--- src/rtl/morse_char_tx.sv ---
module morse_char_tx #(
  parameter int DIV        = 16,
  parameter int DASH_UNITS = 3
) (
  input  logic       clk,
  input  logic       rst_n,
  input  logic       buf_wr,
  input  logic [7:0] buf_data,
  input  logic       send,
  input  logic       irq_clr,
  output logic       key_out,
  output logic       busy,
  output logic       irq,
  output logic       err
);
  localparam int DW = (DIV > 2) ? $clog2(DIV) : 1;
  localparam int UW = $clog2(DASH_UNITS + 1);

  logic [7:0]    buf_q;
  logic [DW-1:0] div_cnt;
  logic [UW-1:0] units;
  logic [4:0]    sh;
  logic [2:0]    left;
  logic          on;

  logic       ok;
  logic [2:0] cnt;
  logic [4:0] pat;
  logic [3:0] dig;
  logic [4:0] lsh;

  assign dig = buf_q[3:0];

  always_comb begin
    ok  = 1'b1;
    cnt = 3'd0;
    pat = 5'd0;
    if (buf_q >= 8'h30 && buf_q <= 8'h39) begin
      cnt = 3'd5;
      pat = (dig <= 4'd5) ? (5'h1f >> dig) : 5'((5'h1f << (4'd10 - dig)));
    end else begin
      case (buf_q)
        8'h41: {cnt, pat} = {3'd2, 5'b00001};
        8'h42: {cnt, pat} = {3'd4, 5'b01000};
        8'h43: {cnt, pat} = {3'd4, 5'b01010};
        8'h44: {cnt, pat} = {3'd3, 5'b00100};
        8'h45: {cnt, pat} = {3'd1, 5'b00000};
        8'h46: {cnt, pat} = {3'd4, 5'b00010};
        8'h47: {cnt, pat} = {3'd3, 5'b00110};
        8'h48: {cnt, pat} = {3'd4, 5'b00000};
        8'h49: {cnt, pat} = {3'd2, 5'b00000};
        8'h4A: {cnt, pat} = {3'd4, 5'b00111};
        8'h4B: {cnt, pat} = {3'd3, 5'b00101};
        8'h4C: {cnt, pat} = {3'd4, 5'b00100};
        8'h4D: {cnt, pat} = {3'd2, 5'b00011};
        8'h4E: {cnt, pat} = {3'd2, 5'b00010};
        8'h4F: {cnt, pat} = {3'd3, 5'b00111};
        8'h50: {cnt, pat} = {3'd4, 5'b00110};
        8'h51: {cnt, pat} = {3'd4, 5'b01101};
        8'h52: {cnt, pat} = {3'd3, 5'b00010};
        8'h53: {cnt, pat} = {3'd3, 5'b00000};
        8'h54: {cnt, pat} = {3'd1, 5'b00001};
        8'h55: {cnt, pat} = {3'd3, 5'b00001};
        8'h56: {cnt, pat} = {3'd4, 5'b00001};
        8'h57: {cnt, pat} = {3'd3, 5'b00011};
        8'h58: {cnt, pat} = {3'd4, 5'b01001};
        8'h59: {cnt, pat} = {3'd4, 5'b01011};
        8'h5A: {cnt, pat} = {3'd4, 5'b01100};
        default: ok = 1'b0;
      endcase
    end
  end

  // left-align so the first element sits in bit 4
  assign lsh = pat << (3'd5 - cnt);

  logic start, tick;
  assign start   = send && !busy;
  assign tick    = busy && (div_cnt == DW'(DIV - 1));
  assign key_out = on;

  always_ff @(posedge clk) begin
    if (!rst_n) begin
      buf_q   <= 8'h00;
      div_cnt <= '0;
      units   <= '0;
      sh      <= 5'd0;
      left    <= 3'd0;
      on      <= 1'b0;
      busy    <= 1'b0;
      irq     <= 1'b0;
      err     <= 1'b0;
    end else begin
      if (buf_wr) buf_q <= buf_data;
      if (irq_clr) irq <= 1'b0;
      if (start) begin
        irq <= 1'b0;
        if (ok) begin
          busy    <= 1'b1;
          err     <= 1'b0;
          on      <= 1'b1;
          sh      <= lsh << 1;
          units   <= lsh[4] ? UW'(DASH_UNITS) : UW'(1);
          left    <= cnt;
          div_cnt <= '0;
        end else begin
          err <= 1'b1;
        end
      end else if (tick) begin
        div_cnt <= '0;
        if (units != UW'(1)) begin
          units <= units - UW'(1);
        end else if (on) begin
          on <= 1'b0;
          if (left == 3'd1) begin
            busy <= 1'b0;
            irq  <= 1'b1;
          end else begin
            units <= UW'(1);
            left  <= left - 3'd1;
          end
        end else begin
          on    <= 1'b1;
          units <= sh[4] ? UW'(DASH_UNITS) : UW'(1);
          sh    <= sh << 1;
        end
      end else if (busy) begin
        div_cnt <= div_cnt + DW'(1);
      end
    end
  end

  a_r2_start_keys: assert property (@(posedge clk) disable iff (!rst_n)
    (start && ok) |=> (busy && key_out)) else $error("R2 start");
  a_r4_key_moves_on_tick: assert property (@(posedge clk) disable iff (!rst_n)
    (busy && $past(busy) && $past(div_cnt) != DW'(DIV - 1)) |-> $stable(key_out)) else $error("R4 key timing");
  a_r5_key_needs_busy: assert property (@(posedge clk) disable iff (!rst_n)
    key_out |-> busy) else $error("R5 key without busy");
  a_r7_irq_at_end: assert property (@(posedge clk) disable iff (!rst_n)
    $fell(busy) |-> (irq && !key_out)) else $error("R7 completion");
  a_r9_send_ignored: assert property (@(posedge clk) disable iff (!rst_n)
    (busy && send && !tick) |=> busy) else $error("R9 busy send");
  a_r10_bad_code: assert property (@(posedge clk) disable iff (!rst_n)
    (start && !ok) |=> (err && !busy && !key_out)) else $error("R10 bad code");
endmodule

--- config.mk ---
export PLATFORM = sky130hd
export DESIGN_NAME = morse_char_tx
export DESIGN_NICKNAME = d
export VERILOG_FILES = /design/src/rtl/morse_char_tx.sv
export SDC_FILE = /design/constraint.sdc
export NUM_CORES = 1
export LEC_CHECK = 0
export BUFFER_PORTS_ARGS = -buffer_cell sky130_fd_sc_hd__buf_2
export CORE_MARGIN = 2
export CORE_UTILIZATION = 54
export CTS_CLUSTER_DIAMETER = 120
export DETAILED_ROUTE_END_ITERATION = 8
export HOLD_SLACK_MARGIN = 0.08
export PLACE_DENSITY = 0.76
export SYNTH_ARGS = -nofsm -noshare
export SYNTH_HDL_FRONTEND = slang
export SYNTH_SLANG_ARGS = --single-unit
--- constraint.sdc ---
create_clock -name clk -period 2.5 [get_ports clk]
set_input_delay 0.5 -clock clk [delete_from_list [all_inputs] [get_ports clk]]
set_output_delay 0.5 -clock clk [all_outputs]
set_load 0.05 [all_outputs]
After elaboration in Yosys (flattened, before gate mapping):

Cells that the tools add are included.

* add/subtract/negate cells: 5
* order comparisons: 3
* eq/ne operators: 34
* shift operators: 3
* multiplexer cells: 46
* bitwise operators: 1
* reduce and logical (&&, ||, !) cells: 26

Operators by type and width (count)
* == test 8 x 7 -> 1 bit, second input constant: 26
* one-hot mux 4 bit (13 select lines): 1
* two-way mux 5 bit: 7
* OR reduction 26 bit: 1
* two-way mux 3 bit: 7
* two-way mux 1 bit: 18
* two-way mux 2 bit: 8
* two-way mux 4 bit: 4
* one-hot mux 3 bit (4 select lines): 1
* OR reduction 12 bit: 1
* OR reduction 2 bit: 6
* AND reduction 5 bit: 2
* greater-or-equal comparator 8 x 6 -> 1 bit, second input constant: 1
* less-or-equal comparator 8 x 6 -> 1 bit, second input constant: 1
* OR reduction 4 bit: 2
* OR reduction 8 bit: 1
* inequality test 2 bit, second input constant: 3
* AND reduction 3 bit: 2
* nonzero test 2 bit: 3
* << shifter 5 x 3 -> 5 bit: 1
* << shifter 5 x 4 -> 5 bit, first input constant: 1
* >> shifter 5 x 4 -> 5 bit, first input constant: 1
* adder 4 x 1 -> 4 bit, second input constant: 1
* == test 4 bit, second input constant: 1
* other kinds (15): 18

* register bits after elaboration: 26

Depth between registers and ports, before layout:

Gate-level depths: netlist of run 1.

* depth after elaboration: 9
* gate-level depth with buffers: 11

Worst setup path before layout of run 1:

No wires, ideal clock.

* path kind: register to register
* start point: register buf_q[0]
* end point: register sh[4]
* setup time: 129 ps
* arrival time: 2239 ps
* required time: 2371 ps
* slack: 132 ps
* stages on the path, launching flop included: 12
* path buffers: 2
* clock period less this slack: 2368 ps
* cells stage by stage: dfxtp_1 -> inv_1 -> ha_1 -> buf_6 -> or2_1 -> a21oi_1 -> nor4_4 -> or3_1 -> clkbuf_1 -> mux2i_1 -> a32oi_1 -> o211ai_2

* longest elaborated chain between the ends: 8

Ends and longest elaborated chain
* start: declaration: RTL line 19 `logic [7:0] buf_q;`
* start signal: assignment: RTL line 94 `if (buf_wr) buf_q <= buf_data;`
* == test 8 x 7 -> 1 bit: RTL line 42 `case (buf_q)`
* OR reduction 12 bit (no source line) (tied with other cells)
* one-hot mux 3 bit (4 select lines): RTL line 42
* two-way mux 3 bit: RTL line 38 `if (buf_q >= 8'h30 && buf_q <= 8'h39) begin`
* subtractor 3 bit: RTL line 75 `assign lsh = pat << (3'd5 - cnt);`
* << shifter 5 x 3 -> 5 bit: RTL line 75
* two-way mux 5 bit: RTL line 98 `if (ok) begin`
* two-way mux 5 bit: RTL line 96 `if (start) begin`
* end signal: assignment: RTL line 102 `sh <= lsh << 1;`
* end signal: assignment: RTL line 125 `sh <= sh << 1;`
* end: declaration: RTL line 22 `logic [4:0] sh;`

Several ways; a longest one is shown, not always the timed one. The select of a mux whose other input is x is not followed.
A chain may end at the register's enable or synchronous reset.

Final worst setup path of run 1:

* start point: register buf_q[1]
* end point: register sh[4]

The elaborated chain is that of the path after synthesis.

==> impl_metrics.yaml, run 1 <==
setup_path:
  r2r_setup_slack_ps: 110
  worstSetupPathType: "flop to flop"
  reg2reg_depth: 9
  crit_arrival_ps: 2540
  cp_max_fo: 9
  crit_chain: "inv_1 -> ha_1 -> nand2b_1 -> a21oi_1 -> nor4_4 -> or3_1 -> mux2i_1 -> a32oi_1 -> o211ai_2"
  max_stage_delay_ps: 450
  path_buf_inv: 1
  r2r_start: "buf_q[1]$_SDFFE_PN0P_"
  crit_family: "simple AND/OR/NAND/NOR gates"
  cp-endpoint: "sh[4]$_SDFFE_PN0P_"
  cp-start-kind: "flop"
  startpoint: "buf_q[1]$_SDFFE_PN0P_"
  slowest_stage: "or3_1"
  r2r-end: "sh[4]$_SDFFE_PN0P_"
  critPathCaptureType: "flop"
  crit_required_ps: 2650
  path_depth: 9
power:
  power_mw: 1.01
  p_sw_uw: 351
  leakagePower_nw: 0.927
  p_comb_share_pct: 29.3
  powerDensity_nw_per_um2: 441
  p_int_uw: 656
  ir_drop_v: 0.000347
  switching_share_pct: 34.9
  seq_power_share_pct: 45.4
  p_clk_share_pct: 25.3
cells_and_area:
  synthToLayoutAreaGrowth_pct: 9.93
  fin_nets: 306
  finish.instance_area_um2: 2290
  drive_gt1_share_pct: 20.5
  ff_latch_area_um2: 504
  fillers: 359
  multi_input_area_um2: 1450
  final_util_pct: 62.0
  n_antenna_cell: 0
yosys:
  syn_nets: 291
  synthDistinctLibCells: 65
  synthArstFlopShare_pct: 0
  ys.flop_type: "dfxtp_1"
  ys_ff_latch: 25
  synth_edf_count: 0
  synthCells: 264
  yosysSeqAreaShare_pct: 24.1
  yosys_warnings: 0
  synth_area_leaders: "dfxtp_1 (24%), ha_1 (8.4%), a21oi_1 (6.5%), mux2i_1 (5.3%), nor2_1 (4.0%)"
  synth.top_cell.area_share_pct: 24.1
  syn-mean-instance-area_um2: 7.88
  synth_top_area_cell: "dfxtp_1"
  syn-cell-area_um2: 2080
clock_network:
  clockBufferDepth: 2
  path_clk_slew_ps: 90
  cts_tree: "done"
  insertion_delay_ps: 280
  numCtsBuffers: 3
  clock_sinks: 25
  root_buffer: "clkbuf_8"
  h-tree-depth: 1
floorplanning:
  die_h_um: 66.1
  row_count: 22
  initial_utilization_pct: 56.4
  dieWidth_um: 66.1
  core_um2: 3690
  num_io_pins: 17
  dieArea_um2: 4360
routing:
  vias: 1977
  post_drt_wl_per_cell_um: 14.8
  drt_pass1_iterations: 4
  final_antenna_net_count: 0
  drcViolationCount: 0
  routed_wirelength_mm: 4.82
  drt_iter0_drc: 193
  via_per_inst: 6.06
placed_design:
  hpwl_mm: 3.52
  io_buffers: 16
  gp_congestion: 0.901
  dp_slack_ps: 4.53
  dpl-instance-area_um2: 2200
grt:
  grt.total_usage_pct: 23.3
  antenna_found_initial: 0
  grt_max_degree: 24
  grt_pass1_vias: 1763
  grt_pass1_wl_mm: 8.01
  gr-total-overflow: 0
run_status:
  outcome: "finished clean"
sta:
  fin_ws_ps: 108
  hold_violations: 0
  clock.fmax_mhz: 418
  period_share_pct: 95.7
  layout_min_cycle_time_ps: 2390
  finalSetupViolations: 0
  rsz0062_at_grt: "true"
  skew_ps: 2.39
  worstMarginPinSlew_ps: 746
  tns_ps: 0
  timing.slew.headroom_pct: 50.2
  drv_slew: 0
job:
  max_cap_viol_count: 0
min_path:
  hold_path.class: "input port to flop"
==> cells in the final DEF, fill, tap and decap left out, types with 11 or more instances in the layout <==
cell,n
a21oi_1,26
nor2_1,22
dfxtp_1,22
nand2_1,20
o21ai_0,16
buf_2,16
ha_1,13
buf_4,13
inv_1,11
mux2i_1,11
==> power by group through the flow <==
stage | sequential (mW) | clock, mW | combinational (mW)
final | 0.458 | 0.254 | 0.295
after detailed placement | 0.465 | 0 | 0.284
after CTS | 0.456 | 0.258 | 0.285
after global routing | 0.464 | 0.272 | 0.325
after floorplan | 0.465 | 0 | 0.217
after global placement | 0.464 | 0 | 0.280
==> per-stage QoR <==
step                instances  hold WS [ps]
global placement          322           441
CTS                       326           455
finish                    326           451
global route              326           457
floorplan                 264           454
detailed placement        322           448
==> worst reg2reg max path: stages, from the launching register on <==
cell and delay, ps:
dfxtp_2 380, inv_1 100, ha_1 300, nand2b_1 200, a21oi_1 270, nor4_4 100, or3_1 450, mux2i_1 160
a32oi_1 210, o211ai_2 90
==> timing repair <==
action                                  in CTS  in global routing
hold buffers                                 0                  0
endpoints found under the setup margin       2                  9
gates resized for setup                      1                  9
buffers inserted                             0                  0
==> worst min path at each step <==
stage                                  start               endpoint  slack (ps)  depth (start not counted)
after CTS                        buf_data[7]  buf_q[7]$_SDFFE_PN0P_         450                          3
after detailed placement    err$_SDFFE_PN0P_       err$_SDFFE_PN0P_         450                          2
after global routing             buf_data[6]  buf_q[6]$_SDFFE_PN0P_         460                          3
final                            buf_data[7]  buf_q[7]$_SDFFE_PN0P_         450                          3
after global placement      err$_SDFFE_PN0P_       err$_SDFFE_PN0P_         440                          2
after floorplan           sh[1]$_SDFFE_PN0P_     sh[1]$_SDFFE_PN0P_         450                          2
==> kinds of logic (layout without fill, tap and decap cells) <==
logic type / after synthesis / in the layout / synth area share, %
AO/OA/AOI/OAI: 91 / 91 / 30.1
AND/OR/NAND/NOR: 90 / 90 / 23.4
buffers and inverters: 31 / 45 / 7.76
flip-flops: 25 / 25 / 24.1
adder cells (fa/ha/maj): 14 / 14 / 8.42
multiplexers: 12 / 12 / 5.84
XOR/XNOR: 1 / 1 / 0.421
==> per-layer routing <==
| metal | track usage [%] | wire, µm |
|---|---|---|
| met3 | 4.26 | 316 |
| met1 | 33.2 | 2320 |
| met2 | 34.8 | 2110 |
| met5 | 0 | 0 |
| met4 | 8.67 | 70 |
==> sequential cells by signal, summed over array words and instances (netlist names) <==
name	count
err	1
key_out	1
busy	1
sh	4
buf_q	8
units	2
irq	1
div_cnt	4
left	3
==> cell usage after synthesis (5+ instances only) <==
cell type  number
nor2b_1         5
dfxtp_1        25
nand3_1         8
inv_1          11
a21oi_1        27
buf_6           5
nor2_1         22
clkbuf_1        9
a31oi_1         8
a21o_1          5
nand2_1        20
ha_1           14
o21ai_0        16
mux2i_1        11
==> area by class of cell <==
type | count | area share [%]
multi-input combinational | 208 | 63.5
sequential | 25 | 22.1
timing repair buffer | 29 | 7.77
tap | 48 | 2.63
inverter | 12 | 1.97
clock buffer | 3 | 1.81
clock inverter | 1 | 0.219
Power figures use the tool's default switching activity.
==> run 2, diff against run 1 <==
--- a/config.mk
+++ b/config.mk
@@ -10,6 +10,7 @@
 export CORE_UTILIZATION = 54
 export CTS_CLUSTER_DIAMETER = 120
 export DETAILED_ROUTE_END_ITERATION = 8
+export GPL_TIMING_DRIVEN = 0
 export HOLD_SLACK_MARGIN = 0.08
 export PLACE_DENSITY = 0.76
 export SYNTH_ARGS = -nofsm -noshare
==> impl_metrics.yaml, run 2 (synthesis results as in run 1) <==
run_status:
  outcome: "finished clean"
clock_network:
  root_buffer: "clkbuf_8"
  path_clk_slew_ps: 100
  clockBufferDepth: 2
  clock_sinks: 25
  cts_hold_buf: 0
  insertion_delay_ps: 280
  h-tree-depth: 1
  numCtsBuffers: 3
  cts_tree: "done"
cells_and_area:
  largest_register: "buf_q"
  largest_registers: "buf_q x8, div_cnt x4, sh x4"
  final_common_cell: "a21oi_1"
  drive_gt1_share_pct: 20.7
  fin_nets: 313
  final_cell_mix: "a21oi_1 (24), dfxtp_1 (23), nor2_1 (22)"
  n_antenna_cell: 0
  synthToLayoutAreaGrowth_pct: 13.0
  fillers: 347
  largest_reg_flops: 8
setup_path:
  worstSetupPathType: "flop to flop"
  cp-start-kind: "flop"
  critPathCaptureType: "flop"
  r2r_start: "buf_q[1]$_SDFFE_PN0P_"
  crit_arrival_ps: 2570
  r2r-end: "sh[2]$_SDFFE_PN0P_"
  r2r_setup_slack_ps: 90
  reg2reg_depth: 9
  crit_required_ps: 2660
  cp_max_fo: 9
sta:
  hold_violations: 0
  worstMarginPinSlew_ps: 533
  tns_ps: 0
  whs_ps: 463
  timing.slew.headroom_pct: 64.5
  finalSetupViolations: 0
  drv_slew: 0
  layout_min_cycle_time_ps: 2410
  skew_ps: 11.9
  clock.fmax_mhz: 415
  period_share_pct: 96.3
routing:
  drcViolationCount: 0
  drt_iter0_drc: 137
  via_per_inst: 6.04
  routed_wirelength_mm: 4.97
  final_antenna_net_count: 0
  drt_pass1_iterations: 4
  vias: 2012
  post_drt_wl_per_cell_um: 14.9
power:
  ir_drop_v: 0.000350
  leakagePower_nw: 0.945
  powerDensity_nw_per_um2: 433
placed_design:
  hpwl_mm: 3.62
  io_buffers: 15
  gp_congestion: 0.876
floorplanning:
  initial_utilization_pct: 56.4
  die_h_um: 66.1
  row_count: 22
  dieWidth_um: 66.1
  num_io_pins: 17
  core_um2: 3690
  dieArea_um2: 4360
grt:
  grt_pass1_vias: 1834
  grt_pass1_wl_mm: 8.27
  gr-total-overflow: 0
  grt_max_degree: 16
  grt.total_usage_pct: 24.0
  antenna_found_initial: 0
min_path:
  hold_start: "err$_SDFFE_PN0P_"
  hold_path.class: "flop to flop"
  min_to: "err$_SDFFE_PN0P_"
  hold_depth: 2
job:
  max_cap_viol_count: 0
run 2: how the worst max path moves through the flow:
stage,slack [ps],from,to,cells past startpoint
final,90,buf_q[1]$_SDFFE_PN0P_,sh[2]$_SDFFE_PN0P_,9
after global routing,-30,buf_q[1]$_SDFFE_PN0P_,sh[4]$_SDFFE_PN0P_,9
after CTS,6,buf_q[1]$_SDFFE_PN0P_,sh[4]$_SDFFE_PN0P_,11
after detailed placement,-260,buf_q[0]$_SDFFE_PN0P_,sh[2]$_SDFFE_PN0P_,9
after global placement,-230,buf_q[0]$_SDFFE_PN0P_,sh[2]$_SDFFE_PN0P_,9
after floorplan,130,buf_q[0]$_SDFFE_PN0P_,sh[4]$_SDFFE_PN0P_,11
run 2: metrics by stage:
| step | setup slack (ps) | util (%) | total power, mW | instances | cell area, µm² |
|---|---|---|---|---|---|
| CTS | 6.40 | 61.9 | 1.00 | 331 | 2280 |
| finish | 92.8 | 63.7 | 1.02 | 333 | 2350 |
| global route | -30.3 | 63.7 | 1.07 | 333 | 2350 |
| floorplan | 132 | - | 0.682 | 264 | 2080 |
| global placement | -232 | 60.0 | 0.747 | 327 | 2210 |
| detailed placement | -264 | 60.0 | 0.752 | 327 | 2210 |
run 2: per-layer routing:
| layer | share of wire, % | wire, µm | vias up | GRT usage, % |
|---|---|---|---|---|
| met1 | 49 | 2420 | 945 | 34.7 |
| met3 | 6.1 | 302 | 8 | 3.58 |
| li1 | - | - | 1003 | - |
| met5 | 0 | 0 | - | 0 |
| met2 | 44 | 2190 | 56 | 37.2 |
| met4 | 1.3 | 65 | 0 | 6.12 |
run 2: final cells by class:
type / count / area (µm²) / share of cell area (%)
well taps: 48 / 60.1 / 2.56
inverters: 12 / 45.0 / 1.92
plain buffers: 17 / 110 / 4.69
clock buffers: 3 / 41.3 / 1.76
multi-input cells: 208 / 1480 / 62.8
clock inverters: 1 / 7.51 / 0.319
repair buffers: 19 / 105 / 4.47
flip-flops and latches: 25 / 505 / 21.5
run 2: timing repair:
item | CTS | global route
buffers inserted | 0 | 4
pin swaps | 0 | 5
endpoints found under the hold margin | 0 | 0
cloned | 0 | 0
setup endpoints to repair | 10 | 14
resized for setup | 5 | 12
run 2: worst max-delay path: stages (launching register included):
cell and delay, ps:
dfxtp_2 400, inv_1 120, ha_1 320, and2b_1 210, o21ai_0 180, a21oi_1 150
nor3_4 330, mux2_2 390, nand2_1 100, a311oi_2 90
run 2: where the power goes:
part	switching [mW]	internal (mW)	total, mW
registers	0.0195	0.423	0.443
logic	0.195	0.126	0.321
clock network	0.140	0.113	0.253
